File: config.mk
export PLATFORM = sky130hd
export DESIGN_NAME = pin_edge_formatter
export DESIGN_NICKNAME = d
export VERILOG_FILES = /design/src/rtl/pef_pkg.sv /design/src/rtl/pef_tset_table.sv /design/src/rtl/pef_tick_seq.sv /design/src/rtl/pef_wave.sv /design/src/rtl/pef_compare.sv /design/src/rtl/pin_edge_formatter.sv
export SDC_FILE = /design/constraint.sdc
export NUM_CORES = 1
export LEC_CHECK = 0
export ABC_AREA = 1
export BUFFER_PORTS_ARGS = -buffer_cell sky130_fd_sc_hd__buf_2
export CORE_MARGIN = 3
export CORE_UTILIZATION = 45
export DETAILED_ROUTE_END_ITERATION = 8
export GPL_TIMING_DRIVEN = 0
export PLACE_DENSITY = 0.64
export SLEW_MARGIN = 20
export SYNTH_ARGS = -nofsm -noshare
export SYNTH_HDL_FRONTEND = slang
export SYNTH_SLANG_ARGS = --single-unit
File: constraint.sdc
create_clock -name clk -period 12.4 [get_ports clk]
set_input_delay 1.24 -clock clk [delete_from_list [all_inputs] [get_ports clk]]
set_output_delay 1.24 -clock clk [all_outputs]
set_load 0.02 [all_outputs]
File: src/rtl/pef_pkg.sv
`timescale 1ns/1ps
package pef_pkg;
  localparam logic [1:0] FMT_NRZ = 2'd0;
  localparam logic [1:0] FMT_RZ  = 2'd1;
  localparam logic [1:0] FMT_R1  = 2'd2;

  localparam logic [1:0] EDGE_ON     = 2'd0;
  localparam logic [1:0] EDGE_OFF    = 2'd1;
  localparam logic [1:0] EDGE_STROBE = 2'd2;

  typedef struct packed {
    logic data;
    logic drive;
    logic exp_v;
    logic mask;
  } vec_t;
endpackage

File: src/rtl/pef_tset_table.sv
`timescale 1ns/1ps
module pef_tset_table
  import pef_pkg::*;
#(
  parameter int TICK_W   = 8,
  parameter int NUM_SETS = 4,
  parameter int SET_W    = 2
) (
  input  logic              clk,
  input  logic              rst_n,
  input  logic              wr_en,
  input  logic [SET_W-1:0]  wr_set,
  input  logic [1:0]        wr_edge,
  input  logic [TICK_W-1:0] wr_val,
  input  logic [SET_W-1:0]  rd_set,
  input  logic [TICK_W-1:0] per_eff,
  output logic [TICK_W-1:0] on_o,
  output logic [TICK_W-1:0] off_o,
  output logic [TICK_W-1:0] strobe_o
);
  localparam int NUM_EDGES = 3;

  logic [TICK_W-1:0] tab_q [NUM_SETS][NUM_EDGES];
  logic [TICK_W-1:0] eff   [NUM_EDGES];

  always_ff @(posedge clk or negedge rst_n) begin
    if (!rst_n) begin
      for (int s = 0; s < NUM_SETS; s++)
        for (int e = 0; e < NUM_EDGES; e++)
          tab_q[s][e] <= '0;
    end else if (wr_en && wr_edge <= EDGE_STROBE) begin
      tab_q[wr_set][wr_edge] <= wr_val;
    end
  end

  // Each edge of the selected set is limited to the last tick of the vector.
  for (genvar e = 0; e < NUM_EDGES; e++) begin : g_clamp
    always_comb begin
      if (tab_q[rd_set][e] >= per_eff) eff[e] = per_eff - TICK_W'(1);
      else                             eff[e] = tab_q[rd_set][e];
    end
  end

  assign on_o     = eff[EDGE_ON];
  assign off_o    = eff[EDGE_OFF];
  assign strobe_o = eff[EDGE_STROBE];
endmodule

File: src/rtl/pef_tick_seq.sv
`timescale 1ns/1ps
module pef_tick_seq
  import pef_pkg::*;
#(
  parameter int TICK_W     = 8,
  parameter int SET_W      = 2,
  parameter int MIN_PERIOD = 10
) (
  input  logic              clk,
  input  logic              rst_n,
  input  logic [TICK_W-1:0] period_i,
  input  logic              in_valid,
  input  vec_t              in_vec,
  input  logic [SET_W-1:0]  in_set,
  output logic              in_ready,
  output logic [TICK_W-1:0] tick_o,
  output logic              active_o,
  output vec_t              cur_o,
  output logic [SET_W-1:0]  cur_set_o,
  output logic [TICK_W-1:0] per_eff_o
);
  localparam logic [TICK_W-1:0] MIN_P = TICK_W'(MIN_PERIOD);

  logic [TICK_W-1:0] tick_q;
  logic              active_q;
  logic              last;
  vec_t              cur_q;
  logic [SET_W-1:0]  set_q;

  assign per_eff_o = (period_i < MIN_P) ? MIN_P : period_i;
  assign last      = tick_q >= per_eff_o - TICK_W'(1);
  assign in_ready  = !active_q || last;

  always_ff @(posedge clk or negedge rst_n) begin
    if (!rst_n) begin
      tick_q   <= '0;
      active_q <= 1'b0;
      cur_q    <= '0;
      set_q    <= '0;
    end else if (in_valid && in_ready) begin
      tick_q   <= '0;
      active_q <= 1'b1;
      cur_q    <= in_vec;
      set_q    <= in_set;
    end else if (active_q) begin
      if (last) begin
        tick_q   <= '0;
        active_q <= 1'b0;
      end else begin
        tick_q <= tick_q + TICK_W'(1);
      end
    end
  end

  assign tick_o    = tick_q;
  assign active_o  = active_q;
  assign cur_o     = cur_q;
  assign cur_set_o = set_q;
endmodule

File: src/rtl/pef_wave.sv
`timescale 1ns/1ps
module pef_wave
  import pef_pkg::*;
#(
  parameter int TICK_W = 8
) (
  input  logic              clk,
  input  logic              rst_n,
  input  logic [1:0]        fmt_i,
  input  logic [TICK_W-1:0] tick_i,
  input  logic              active_i,
  input  logic              data_i,
  input  logic              drive_i,
  input  logic [TICK_W-1:0] on_i,
  input  logic [TICK_W-1:0] off_i,
  output logic              pin_out,
  output logic              pin_oe
);
  logic held_q;
  logic past_on;
  logic in_win;

  assign past_on = tick_i >= on_i;
  assign in_win  = past_on && (tick_i < off_i);

  // Last driven bit, kept for the part of a non-return-to-zero vector before drive-on.
  always_ff @(posedge clk or negedge rst_n) begin
    if (!rst_n) held_q <= 1'b0;
    else if (active_i && drive_i && tick_i == on_i) held_q <= data_i;
  end

  always_comb begin
    case (fmt_i)
      FMT_RZ:  pin_out = in_win ? data_i : 1'b0;
      FMT_R1:  pin_out = in_win ? data_i : 1'b1;
      default: pin_out = past_on ? data_i : held_q;
    endcase
  end

  assign pin_oe = active_i && drive_i;
endmodule

File: src/rtl/pef_compare.sv
`timescale 1ns/1ps
module pef_compare #(
  parameter int TICK_W = 8
) (
  input  logic              clk,
  input  logic              rst_n,
  input  logic [TICK_W-1:0] tick_i,
  input  logic              active_i,
  input  logic [TICK_W-1:0] strobe_i,
  input  logic              exp_i,
  input  logic              mask_i,
  input  logic              pin_in,
  input  logic              clr_i,
  output logic              fail_pulse,
  output logic              fail_sticky
);
  logic hit;

  assign hit = active_i && (tick_i == strobe_i) && !mask_i && (pin_in != exp_i);

  always_ff @(posedge clk or negedge rst_n) begin
    if (!rst_n) begin
      fail_pulse  <= 1'b0;
      fail_sticky <= 1'b0;
    end else begin
      fail_pulse <= hit;
      if (hit)        fail_sticky <= 1'b1;
      else if (clr_i) fail_sticky <= 1'b0;
    end
  end
endmodule

File: src/rtl/pin_edge_formatter.sv
`timescale 1ns/1ps
module pin_edge_formatter
  import pef_pkg::*;
#(
  parameter int TICK_W     = 8,
  parameter int NUM_SETS   = 4,
  parameter int MIN_PERIOD = 10,
  parameter int SET_W      = $clog2(NUM_SETS)
) (
  input  logic              clk,
  input  logic              rst_n,
  input  logic [TICK_W-1:0] period_i,
  input  logic [1:0]        fmt_i,
  input  logic              cfg_we,
  input  logic [SET_W-1:0]  cfg_set,
  input  logic [1:0]        cfg_edge,
  input  logic [TICK_W-1:0] cfg_val,
  input  logic              vec_valid,
  output logic              vec_ready,
  input  logic              vec_data,
  input  logic              vec_drive,
  input  logic              vec_exp,
  input  logic              vec_mask,
  input  logic [SET_W-1:0]  vec_set,
  input  logic              pin_in,
  output logic              pin_out,
  output logic              pin_oe,
  input  logic              fail_clr,
  output logic              fail_pulse,
  output logic              fail_sticky
);
  vec_t              in_vec;
  vec_t              cur_vec;
  logic [TICK_W-1:0] tick_q;
  logic              active_q;
  logic [SET_W-1:0]  cur_set;
  logic [TICK_W-1:0] per_eff;
  logic [TICK_W-1:0] on_t, off_t, strobe_t;

  assign in_vec = '{data: vec_data, drive: vec_drive, exp_v: vec_exp, mask: vec_mask};

  pef_tick_seq #(.TICK_W(TICK_W), .SET_W(SET_W), .MIN_PERIOD(MIN_PERIOD)) u_seq (
    .clk(clk), .rst_n(rst_n), .period_i(period_i),
    .in_valid(vec_valid), .in_vec(in_vec), .in_set(vec_set), .in_ready(vec_ready),
    .tick_o(tick_q), .active_o(active_q), .cur_o(cur_vec), .cur_set_o(cur_set),
    .per_eff_o(per_eff)
  );

  pef_tset_table #(.TICK_W(TICK_W), .NUM_SETS(NUM_SETS), .SET_W(SET_W)) u_tab (
    .clk(clk), .rst_n(rst_n), .wr_en(cfg_we), .wr_set(cfg_set), .wr_edge(cfg_edge),
    .wr_val(cfg_val), .rd_set(cur_set), .per_eff(per_eff),
    .on_o(on_t), .off_o(off_t), .strobe_o(strobe_t)
  );

  pef_wave #(.TICK_W(TICK_W)) u_wave (
    .clk(clk), .rst_n(rst_n), .fmt_i(fmt_i), .tick_i(tick_q), .active_i(active_q),
    .data_i(cur_vec.data), .drive_i(cur_vec.drive), .on_i(on_t), .off_i(off_t),
    .pin_out(pin_out), .pin_oe(pin_oe)
  );

  pef_compare #(.TICK_W(TICK_W)) u_cmp (
    .clk(clk), .rst_n(rst_n), .tick_i(tick_q), .active_i(active_q), .strobe_i(strobe_t),
    .exp_i(cur_vec.exp_v), .mask_i(cur_vec.mask), .pin_in(pin_in), .clr_i(fail_clr),
    .fail_pulse(fail_pulse), .fail_sticky(fail_sticky)
  );
endmodule

# Yosys cells after proc, flatten, opt, wreduce, memory -nomap -nowiden
# Cells that the tools add are included.
# totals
regBits,114
latch_bits,0
ramBits,0
mem_bits_ro,0
in_bits,34
n_memories,0
# classes
add_sub_neg,2
multipliers,0
n_div,0
order_cmp,13
eq_ne,5
shifts,0
mux,24
n_bitwise,3
n_reduce_logical,15
# op_table
cell,count
bitwise mux 96 bit,1
two-way mux 24 bit,3
two-way mux 8 bit,8
binary-select mux 24 bit (select 2 bit),1
demux 24 bit (select 2 bit),1
>= comparator 8 bit,5
demux 8 bit (select 2 bit),1
equality test 8 bit,2
logical AND 1 bit,10
>= comparator 3 bit (second input constant),3
NOT 2 -> 3 bit,3
adder 8 x 1 -> 8 bit (second input constant),1
< comparator 8 x 4 -> 1 bit (second input constant),1
< comparator 8 bit,1
two-way mux 1 bit,8
subtractor 8 x 1 -> 8 bit (second input constant),1
< comparator 3 x 1 -> 1 bit (second input constant),2
nonzero test 2 bit,2
equality test 2 x 1 -> 1 bit (second input constant),1
equality test 2 bit (second input constant),1
less-or-equal comparator 2 bit (second input constant),1
zero test 1 bit,2
one-hot mux 1 bit (2 select lines),1
logical OR 1 bit,1
inequality test 1 bit,1

# Depth between registers and ports, before layout
# Gate-level depths: netlist (run 1).
# logic_depth
word_depth,11
ltp_mapped,28
depth_no_buf,28

# Modules after synthesis
# Synthesis (run 1) repeated with hierarchy kept, for this count alone.
# hier_totals
hier_cells,1005
hier_area_um2,7317.0
# by_module_without_submodules
module,n_inst,cells_each,area_each_um2
pef_tset_table,1,717,5333.9
pef_tick_seq,1,143,1161.1
pef_wave,1,89,559.3
pef_compare,1,56,262.8

# Worst setup path before layout (run 1)
# OpenSTA, ideal clock, no wires.
# synth_path
kind,input port to output port
startpoint,input period_i[5]
endpoint,output pin_out
t_arrival_ns,4.279
t_required_ns,11.160
slack_ns,6.881
path_stages,27
cell_sequence,inv_1 > nand2_2 > nor2_2 > nand2_1 > nand2_1 > inv_1 > ha_1 > inv_1 > nand2_1 > a21oi_1 > o21ai_1 > a31oi_1 > o311ai_4 > buf_2 > nand2_1 > o21ai_0 > ha_1 > nand2_1 > nor2_1 > nand4_1 > nand3_1 > o211a_1 > nand3_1 > nand2_1 > inv_1 > nand2_1 > nand2_1
# synth_between
elab_chain_cells,8
# synth_rtl
element,line,rtl
from (decl),pin_edge_formatter.sv:12,"input logic [TICK_W-1:0] period_i,"
< comparator 8 x 4 -> 1 bit,pef_tick_seq.sv:30,assign per_eff_o = (period_i < MIN_P) ? MIN_P : period_i;
two-way mux 8 bit *,pef_tick_seq.sv:30,
subtractor 8 x 1 -> 8 bit / >= comparator 8 bit (equally long branches),pef_tset_table.sv:39,if (tab_q[rd_set][e] >= per_eff) eff[e] = per_eff - TICK_W'(1);
two-way mux 8 bit,pef_tset_table.sv:39,
>= comparator 8 bit / < comparator 8 bit (equally long branches),"pef_wave.sv:23, pef_wave.sv:24",
logical AND 1 bit,pef_wave.sv:24,assign in_win = past_on && (tick_i < off_i);
two-way mux 1 bit (on tied branches),"pef_wave.sv:35, pef_wave.sv:34",
one-hot mux 1 bit (2 select lines) *,pef_wave.sv:33,case (fmt_i)
to (decl),pin_edge_formatter.sv:26,"output logic pin_out,"
# Every way passes the cells marked *; elsewhere a longest branch is shown, timed or not.

# Final worst setup path (run 1)
# layout_path
startpoint,register u_seq.set_q[0] (netlist: u_seq.cur_set_o[0])
endpoint,output pin_out
# layout_between
elab_chain_cells,10
# layout_rtl
element,line,rtl
from (decl),pef_tick_seq.sv:28,logic [SET_W-1:0] set_q;
from (signal assigned),pef_tick_seq.sv:44,set_q <= in_set;
NOT 2 -> 3 bit (not written as such) *,"pef_tset_table.sv:39, pef_tset_table.sv:40",
binary-select mux 24 bit (select 2 bit) *,"pef_tset_table.sv:39, pef_tset_table.sv:40",
two-way mux 24 bit (not written as such) * (2 in a row),"pef_tset_table.sv:39, pef_tset_table.sv:40",
>= comparator 8 bit,pef_tset_table.sv:39,
two-way mux 8 bit,pef_tset_table.sv:39,
>= comparator 8 bit / < comparator 8 bit (equally long branches),"pef_wave.sv:23, pef_wave.sv:24",
logical AND 1 bit,pef_wave.sv:24,
two-way mux 1 bit (on tied branches),"pef_wave.sv:35, pef_wave.sv:34",
one-hot mux 1 bit (2 select lines) *,pef_wave.sv:33,
# Every way passes the cells marked *; elsewhere a longest branch is shown, timed or not. The select of a mux whose other input is x is not followed.

==> results.tsv, run 1 <==
stage	metric	value	unit
cts	CTS buffer count	17	
timing	FMAX	154	MHz
timing	Worst Tran Pin Value	1160	ps
setup_path	worst path bufs/invs	6	
floorplanning	Chip Width	127	um
timing	Tmin final	6510	ps
yosys	syn avg cell area	7.93	um^2
yosys	Synth area leaders	dfrtp_1, o21ai_0, nand2_1	
setup_path	FF-to-FF End	u_wave.held_q	
timing	relative slew slack	0.219	
placement	routability cong.	0.886	
grt	first-pass GRT wire length	29400	um
cts	postcts setup bufs	0	
setup_path	CP max-delay cell	dfrtp_1	
setup_path	max incr delay on CP	480	ps
timing	Tcrit/Tclk final	0.525	
floorplanning	die area	16000	um^2
setup_path	Data arrival, critical path	5270	ps
floorplanning	row cnt	43	
timing	setup TNS	0	ps
timing	Final setup viols	0	
grt	largest net degree at the start of global routing	69	
yosys	ys async rst share	1.00	
worst_hold_path	Hold Path Class	flop to flop	
setup_path	Critical Path RT	11160	ps
detailed_routing	number of routed nets with antenna violations	0	
cts	CTS tree	built	
cts	clock-pin slew of the registers on the worst-case setup and hold paths	60	ps
yosys	Cells after Synth	826	
yosys	syn nets	908	
setup_path	worst r2r path cells	19	
setup_path	CP delay by family, top	buffers and inverters	
layout	fill cell count	1325	
floorplanning	core area	14000	um^2
grt	initial antenna violation count	0	
yosys	most common cell in the netlist	nand2_1	
timing	final max-slew violation count	0	
pwr	Peak VDD IR	0.150	mV
timing	unrepaired setup endpoints after global routing	no	
yosys	Yosys top cell area share	0.436	
detailed_routing	total vias in the final route	5814	
worst_hold_path	Hold Crit Start	u_tab.tab_q[44]	
yosys	FF+latch count, synth	114	
layout	fraction of layout cells with a size suffix above 1	0.111	
pwr	pwr/cell area	243	nW/um^2
timing	Hold Violations, Final	0	
pwr	leak pwr	3.67	nW
yosys	synth warn	0	
yosys	cell type with the largest total area after synthesis	dfrtp_1	
floorplanning	die height	127	um
cts	htree depth	4	
setup_path	reg2reg start	u_seq.cur_set_o[0]	
floorplanning	# IOs	39	
placement	Post-DP HPWL	13100	um
floorplanning	initial core utilization	0.466	
worst_hold_path	Hold Crit Endpoint	u_tab.tab_q[44]	
cts	clk buf depth	2	
yosys	ys flop type	dfrtp_1	
layout	number of antenna diodes	0	
cts	root buf cell	clkbuf_16	
setup_path	reg-to-reg slack, setup	7920	ps
setup_path	CP Class	flop to output port	
setup_path	startpoint types	flop	
yosys	sequential fraction of the synthesis area	0.436	
setup_path	CP most frequent cell	nand2_1	
grt	grt ovf	0	
detailed_routing	total wire length	18400	um
timing	Setup Skew	4.23	ps
detailed_routing	post-DR vias/cell	5.40	
worst_hold_path	WHS Path Cells	2	
setup_path	critical path endpoint category	output port	
yosys	post-synth cell types	38	
detailed_routing	Avg WL per Cell	17.1	um
yosys	most frequent cells after synthesis	nand2_1, o21ai_0, dfrtp_1, nor2_1, inv_1	
setup_path	critical-path maximum fanout	10	
layout	Syn-to-layout area delta	15.7	%
grt	total global routing track utilization	0.236	
detailed_routing	1st-pass router iterations	5	
layout	Finished Core Util	0.540	
status	status	finished clean	
grt	number of global-route vias before repair	5403	
layout	Nets	966	
cts	CTS resizes	0	
yosys	Synth Cell Area	6550	um^2
detailed_routing	DRT iter0 DRCs	532	
cts	later-pin clock latency in the skew report	420	ps
cts	hold_buf cts	0	
yosys	Post-synth EDFFs	0	
detailed_routing	DRC viols	0	
placement	# port buffers	38	
cts	CTS sink cnt	114	
run	max-cap viol count	0	
where the power goes:
group	switching [W]	internal (W)	leakage (nW)
registers	0.0000659	0.000462	1.41
clock network	0.000194	0.000289	0.270
logic	0.000523	0.000311	2.00
total	0.000782	0.00106	3.67
sequential cells by signal (all words and copies together), names as in the netlist:
| signal | flops |
|---|---|
| u_seq.cur_o | 4 |
| u_tab.tab_q | 96 |
| u_cmp.fail_sticky | 1 |
| u_seq.tick_o | 8 |
| u_seq.active_o | 1 |
| u_seq.cur_set_o | 2 |
| u_cmp.fail_pulse | 1 |
| u_wave.held_q | 1 |
worst max path at each step:
stage                             from      end  slack [ps]  depth (start not counted)
CTS                 u_seq.cur_set_o[0]  pin_out        5910                         25
global placement           period_i[5]  pin_out        6010                         29
global route        u_seq.cur_set_o[0]  pin_out        5400                         25
finish              u_seq.cur_set_o[0]  pin_out        5890                         25
floorplan                  period_i[5]  pin_out        6880                         27
detailed placement         period_i[5]  pin_out        5970                         29
cell families after synthesis:
kind of cell / after synthesis / synth area share
multiplexers: 3 / 0.00516
buffers and inverters: 108 / 0.0648
AND/OR/NAND/NOR: 296 / 0.182
flip-flops: 114 / 0.436
adder cells (fa/ha/maj): 48 / 0.0917
XOR/XNOR: 14 / 0.0187
AO/OA/AOI/OAI: 243 / 0.202
layout make-up:
| cell class | count | area (um^2) | share of cell area |
|---|---|---|---|
| Multi-Input combinational cell | 604 | 3270 | 0.432 |
| Clock inverter | 13 | 128 | 0.0168 |
| Timing Repair Buffer | 39 | 224 | 0.0295 |
| Clock buffer | 19 | 453 | 0.0598 |
| Sequential cell | 114 | 2850 | 0.376 |
| Tap cell | 180 | 225 | 0.0297 |
| Buffer | 32 | 139 | 0.0183 |
| Inverter | 76 | 285 | 0.0376 |
routing by layer:
| metal | global-route usage | up-vias | wire (um) |
|---|---|---|---|
| li1 | - | 2872 | - |
| met3 | 0.0552 | 19 | 1030 |
| met2 | 0.373 | 158 | 8560 |
| met5 | 0 | - | 0 |
| met1 | 0.331 | 2765 | 8690 |
| met4 | 0.0580 | 0 | 161 |
placed cells by master, fill, tap and decap left out, types with 4 or more instances in the layout:
| master | instances |
|---|---|
| clkbuf_16 | 17 |
| nor2_1 | 77 |
| inv_1 | 72 |
| nor3_1 | 8 |
| o21ai_0 | 149 |
| o21ai_1 | 6 |
| ha_1 | 48 |
| nand2_2 | 6 |
| a21oi_1 | 51 |
| dfrtp_1 | 114 |
| clkinvlp_4 | 5 |
| clkbuf_1 | 26 |
| inv_2 | 4 |
| o22ai_1 | 15 |
| xor2_1 | 12 |
| nand2_1 | 178 |
| nand3_1 | 19 |
| buf_2 | 40 |
worst reg2reg max path, stage by stage (launching register included):
cell and delay [ps]:
dfrtp_1 480, buf_2 290, clkbuf_1 420, clkbuf_1 440, o21ai_0 170, o22ai_1 280
ha_1 280, a21oi_1 140, o21ai_1 80, a31oi_1 280, o311ai_4 170, buf_2 210
nand2_1 60, o21ai_0 90, ha_1 310, nand2_1 70, nor2_1 160, nand4_1 160
o21ai_0 180, o31ai_1 90
metrics by stage:
| step | hold WS [ps] | cell area, um^2 | std cells | setup slack [ps] | power (W) |
|---|---|---|---|---|---|
| finish | 476 | 7580 | 1077 | 5890 | 0.00184 |
| global route | 504 | 7580 | 1077 | 5400 | 0.00200 |
| CTS | 483 | 7580 | 1077 | 5910 | 0.00185 |
| detailed placement | 468 | 7000 | 1045 | 5970 | 0.00136 |
| global placement | 460 | 6970 | 1044 | 6010 | 0.00135 |
| floorplan | 445 | 6550 | 826 | 6880 | 0.00114 |
No activity file was read; power rests on OpenSTA's default activity.
==> run 2: changes to the inputs <==
==> constraint.sdc (replaced) <==
create_clock -name clk -period 6.3 [get_ports clk]
set_input_delay 0.63 -clock clk [delete_from_list [all_inputs] [get_ports clk]]
set_output_delay 0.63 -clock clk [all_outputs]
set_load 0.02 [all_outputs]
==> results.tsv, run 2 (same netlist as run 1, synthesis figures left out) <==
stage	metric	value	unit
status	status	finished clean	
grt	grt ovf	0	
cts	clock-pin slew of the registers on the worst-case setup and hold paths	60	ps
timing	Hold Violations, Final	0	
layout	Nets	966	
layout	commonest non-fill, non-tap cell in the layout	nand2_1	
detailed_routing	number of routed nets with antenna violations	0	
timing	Final setup viols	0	
floorplanning	die area	16000	um^2
layout	fill cell count	1324	
timing	relative slew slack	0.227	
cts	CTS buffer count	17	
layout	Syn-to-layout area delta	15.8	%
grt	first-pass GRT wire length	29400	um
cts	CTS sink cnt	114	
pwr	Design Power	0.00363	W
cts	root buf cell	clkbuf_16	
pwr	sw frac	0.424	
setup_path	CP max-delay cell	dfrtp_1	
pwr	internal power	0.00209	W
floorplanning	initial core utilization	0.466	
grt	total global routing track utilization	0.236	
setup_path	Critical Path RT	5670	ps
grt	number of global-route vias before repair	5403	
cts	htree depth	4	
timing	setup TNS	0	ps
placement	routability cong.	0.886	
worst_hold_path	Hold Path Class	input port to asynchronous set/reset pin	
grt	initial antenna violation count	0	
detailed_routing	post-DR vias/cell	5.39	
layout	max reg flops	96	
layout	Largest Register	u_tab.tab_q	
detailed_routing	DRT iter0 DRCs	520	
floorplanning	row cnt	43	
setup_path	critical-path maximum fanout	10	
grt	largest net degree at the start of global routing	69	
cts	hold_buf cts	0	
setup_path	worst path bufs/invs	8	
run	max-cap viol count	0	
pwr	Seq pwr share	0.286	
layout	number of antenna diodes	0	
pwr	leak pwr	3.68	nW
setup_path	max incr delay on CP	460	ps
cts	postcts setup bufs	0	
detailed_routing	total vias in the final route	5801	
cts	CTS resizes	0	
floorplanning	# IOs	39	
layout	fin area	7580	um^2
setup_path	CP most frequent cell	nand2_1	
detailed_routing	Avg WL per Cell	17.1	um
setup_path	startpoint types	flop	
detailed_routing	DRC viols	0	
cts	clk buf depth	2	
setup_path	Data arrival, critical path	5240	ps
detailed_routing	1st-pass router iterations	5	
pwr	clock power share	0.260	
pwr	sw power	0.00154	W
cts	CTS tree	built	
timing	Tcrit/Tclk final	0.932	
layout	most frequent cells in the layout	nand2_1, o21ai_0, dfrtp_1	
layout	fraction of layout cells with a size suffix above 1	0.115	
timing	Setup Skew	4.99	ps
setup_path	CP Class	flop to output port	
pwr	pwr/cell area	479	nW/um^2
timing	Worst Tran Pin Value	1150	ps
floorplanning	Chip Width	127	um
pwr	power share of the combinational group	0.454	
placement	# port buffers	38	
setup_path	critical path endpoint category	output port	
cts	later-pin clock latency in the skew report	420	ps
placement	Post-DP HPWL	13100	um
floorplanning	core area	14000	um^2
pwr	Peak VDD IR	0.294	mV
timing	unrepaired setup endpoints after global routing	no	
placement	Area after DPL	7000	um^2
timing	FMAX	170	MHz
floorplanning	die height	127	um
setup_path	CP delay by family, top	buffers and inverters	
timing	Tmin final	5870	ps
detailed_routing	total wire length	18400	um
timing	final max-slew violation count	0	
[run 2: cell counts in the layout (fill, tap and decap cells not counted)]
No cell type changed its count.
[run 2: worst paths after layout]
check / from / end / slack, ps / depth (start not counted)
min in group clk: vec_valid / u_seq.active_o / 410 / 3
max: u_seq.cur_set_o[0] / pin_out / 430 / 27
max reg2reg: u_seq.cur_set_o[0] / u_wave.held_q / 1850 / 21
min reg2reg: u_tab.tab_q[44] / u_tab.tab_q[44] / 480 / 2
min: rst_n / u_wave.held_q / 120 / 1
max in group asynchronous: rst_n / u_tab.tab_q[53] / 5430 / 2
[run 2: through the flow]
| step | util | setup slack, ps | instances | hold slack [ps] |
|---|---|---|---|---|
| after CTS | 0.540 | 417 | 1077 | 159 |
| final | 0.540 | 428 | 1077 | 124 |
| after floorplan | - | 1900 | 826 | 334 |
| after detailed placement | 0.498 | 889 | 1045 | 468 |
| after global placement | 0.496 | 841 | 1044 | 460 |
| after global routing | 0.540 | 10.9 | 1077 | 163 |
[run 2: layer usage]
layer  vias to the layer above  share of wire  GRT usage
met5                         -              0          0
met3                        17          0.053     0.0552
met4                         0         0.0081     0.0580
met2                       153           0.47      0.373
met1                      2748           0.47      0.331
li1                       2883              -          -
[run 2: worst reg2reg max path: stages (launching register included)]
cell and delay (ps):
dfrtp_1 460, inv_2 90, buf_6 150, clkbuf_1 460, clkbuf_1 440, nand2_1 110
a32o_1 280, ha_1 280, inv_1 40, nand2_1 50, a21oi_1 60, o21ai_1 70
a31oi_1 150, o311ai_4 370, buf_2 260, o21ai_0 100, ha_1 310, nand2_1 70
nor2_1 160, nand4_1 160, o21ai_0 180, o31ai_1 90
[run 2: power groups by stage]
stage / Combinational (W) / Sequential, W / Clock (W)
global placement: 0.00160 / 0.00105 / 0
detailed placement: 0.00164 / 0.00105 / 0
global route: 0.00189 / 0.00106 / 0.000985
floorplan: 0.00123 / 0.00101 / 0
CTS: 0.00165 / 0.00104 / 0.000952
finish: 0.00165 / 0.00104 / 0.000946
[run 2: cell type report]
type | instances | area, um^2 | share of cell area
inverter | 76 | 285 | 0.0376
clock buffer | 19 | 453 | 0.0597
tap | 180 | 225 | 0.0297
sequential | 114 | 2850 | 0.376
buffer | 32 | 143 | 0.0188
multi-input combinational | 604 | 3270 | 0.432
clock inverter | 13 | 128 | 0.0168
timing repair buffer | 39 | 224 | 0.0295
==> run 3: changes to the inputs <==
==> constraint.sdc (replaced) <==
create_clock -name clk -period 6.38 [get_ports clk]
set_input_delay 0.638 -clock clk [delete_from_list [all_inputs] [get_ports clk]]
set_output_delay 0.638 -clock clk [all_outputs]
set_load 0.02 [all_outputs]
==> results.tsv, run 3 (same netlist as run 1, synthesis figures left out) <==
stage	metric	value	unit
status	status	finished clean	
timing	Setup Skew	4.44	ps
setup_path	Data arrival, critical path	5260	ps
setup_path	CP Depth	25	
timing	Final setup viols	0	
setup_path	critical-path maximum fanout	10	
grt	number of global-route vias before repair	5403	
placement	Post-DP HPWL	13100	um
setup_path	Critical Path RT	5740	ps
floorplanning	die area	16000	um^2
cts	htree depth	4	
run	max-cap viol count	0	
setup_path	CP Class	flop to output port	
pwr	Peak VDD IR	0.292	mV
cts	clock-pin slew of the registers on the worst-case setup and hold paths	60	ps
placement	routability cong.	0.886	
floorplanning	row cnt	43	
setup_path	max incr delay on CP	480	ps
pwr	Design Power	0.00359	W
timing	unrepaired setup endpoints after global routing	no	
detailed_routing	total wire length	18400	um
setup_path	critical path endpoint category	output port	
floorplanning	Chip Width	127	um
layout	Nets	966	
placement	# port buffers	38	
setup_path	CP delay by family, top	buffers and inverters	
floorplanning	initial core utilization	0.466	
setup_path	CP max-delay cell	dfrtp_1	
layout	Largest Register	u_tab.tab_q	
floorplanning	# IOs	39	
cts	postcts setup bufs	0	
cts	clk buf depth	2	
pwr	pwr/cell area	473	nW/um^2
timing	FMAX	169	MHz
layout	fraction of layout cells with a size suffix above 1	0.113	
timing	setup ws final	479	ps
cts	CTS sink cnt	114	
detailed_routing	DRC viols	0	
cts	CTS tree	built	
setup_path	Worst Setup EP	pin_out	
worst_hold_path	Hold Path Class	input port to asynchronous set/reset pin	
setup_path	FF-to-FF End	u_wave.held_q	
layout	commonest non-fill, non-tap cell in the layout	nand2_1	
placement	pre-CTS setup slack	961	ps
timing	Hold Violations, Final	0	
setup_path	CP most frequent cell	nand2_1	
timing	relative slew slack	0.220	
timing	final max-slew violation count	0	
setup_path	reg2reg start	u_seq.cur_set_o[0]	
layout	Syn-to-layout area delta	15.7	%
detailed_routing	post-DR vias/cell	5.39	
detailed_routing	DRT iter0 DRCs	532	
setup_path	worst path bufs/invs	6	
grt	first-pass GRT wire length	29400	um
setup_path	startpoint types	flop	
timing	Tcrit/Tclk final	0.925	
layout	most frequent cells in the layout	nand2_1, o21ai_0, dfrtp_1	
setup_path	crit path from	u_seq.cur_set_o[0]	
timing	Worst Tran Pin Value	1160	ps
cts	later-pin clock latency in the skew report	420	ps
grt	initial antenna violation count	0	
timing	setup TNS	0	ps
timing	Tmin final	5900	ps
detailed_routing	number of routed nets with antenna violations	0	
grt	grt ovf	0	
floorplanning	die height	127	um
cts	root buf cell	clkbuf_16	
setup_path	worst r2r path cells	19	
detailed_routing	Avg WL per Cell	17.1	um
grt	largest net degree at the start of global routing	69	
layout	max reg flops	96	
setup_path	reg-to-reg slack, setup	1910	ps
grt	total global routing track utilization	0.236	
detailed_routing	1st-pass router iterations	5	
detailed_routing	total vias in the final route	5803	
floorplanning	core area	14000	um^2
pwr	leak pwr	3.68	nW
cts	CTS buffer count	17	
layout	number of antenna diodes	0	
==> run 3: changes by cell type in the layout (fill, tap and decap cells not counted) <==
| cell | before | now |
|---|---|---|
| clkbuf_2 | 3 | 1 |
| clkbuf_1 | 23 | 25 |
| o21ai_1 | 7 | 6 |
| o21ai_0 | 148 | 149 |
==> run 3: what timing repair did <==
item / 4_1_cts / 5_1_grt
hold buffers: 0 / 0
endpoints found under the setup margin: 0 / 1
gates resized for setup: 0 / 2
==> run 3: layer usage <==
metal / vias up / GRT usage / part of all wire
met5: - / 0 / 0
met4: 0 / 0.0580 / 0.0098
met3: 24 / 0.0552 / 0.057
met2: 157 / 0.373 / 0.46
met1: 2749 / 0.331 / 0.47
li1: 2873 / - / -
==> run 3: where the power goes <==
group | internal [W] | switching, W
logic | 0.000606 | 0.00102
registers | 0.000899 | 0.000128
clock network | 0.000561 | 0.000377
total | 0.00207 | 0.00152
==> run 3: how the worst min path moves through the flow <==
| stage | slack [ps] | from | endpoint |
|---|---|---|---|
| after floorplan | 340 | rst_n | u_cmp.fail_pulse |
| after global placement | 460 | u_tab.tab_q[3] | u_tab.tab_q[3] |
| after detailed placement | 470 | u_tab.tab_q[71] | u_tab.tab_q[71] |
| after CTS | 170 | rst_n | u_wave.held_q |
| after global routing | 170 | rst_n | u_wave.held_q |
| final | 130 | rst_n | u_wave.held_q |
==> run 3: layout make-up <==
cell class / count / area, um^2
clock buffer: 19 / 453
fill: 1324 / 6460
sequential: 114 / 2850
buffer: 32 / 140
tap: 180 / 225
multi-input combinational: 604 / 3270
inverter: 76 / 285
timing repair buffer: 39 / 224
clock inverter: 13 / 128
==> run 3: metrics by stage <==
step | hold WS [ps] | instance area (um^2) | cells | utilization
floorplan | 342 | 6550 | 826 | -
finish | 131 | 7580 | 1077 | 0.540
detailed placement | 468 | 7000 | 1045 | 0.498
global route | 171 | 7580 | 1077 | 0.540
CTS | 167 | 7580 | 1077 | 0.540
global placement | 460 | 6970 | 1044 | 0.496
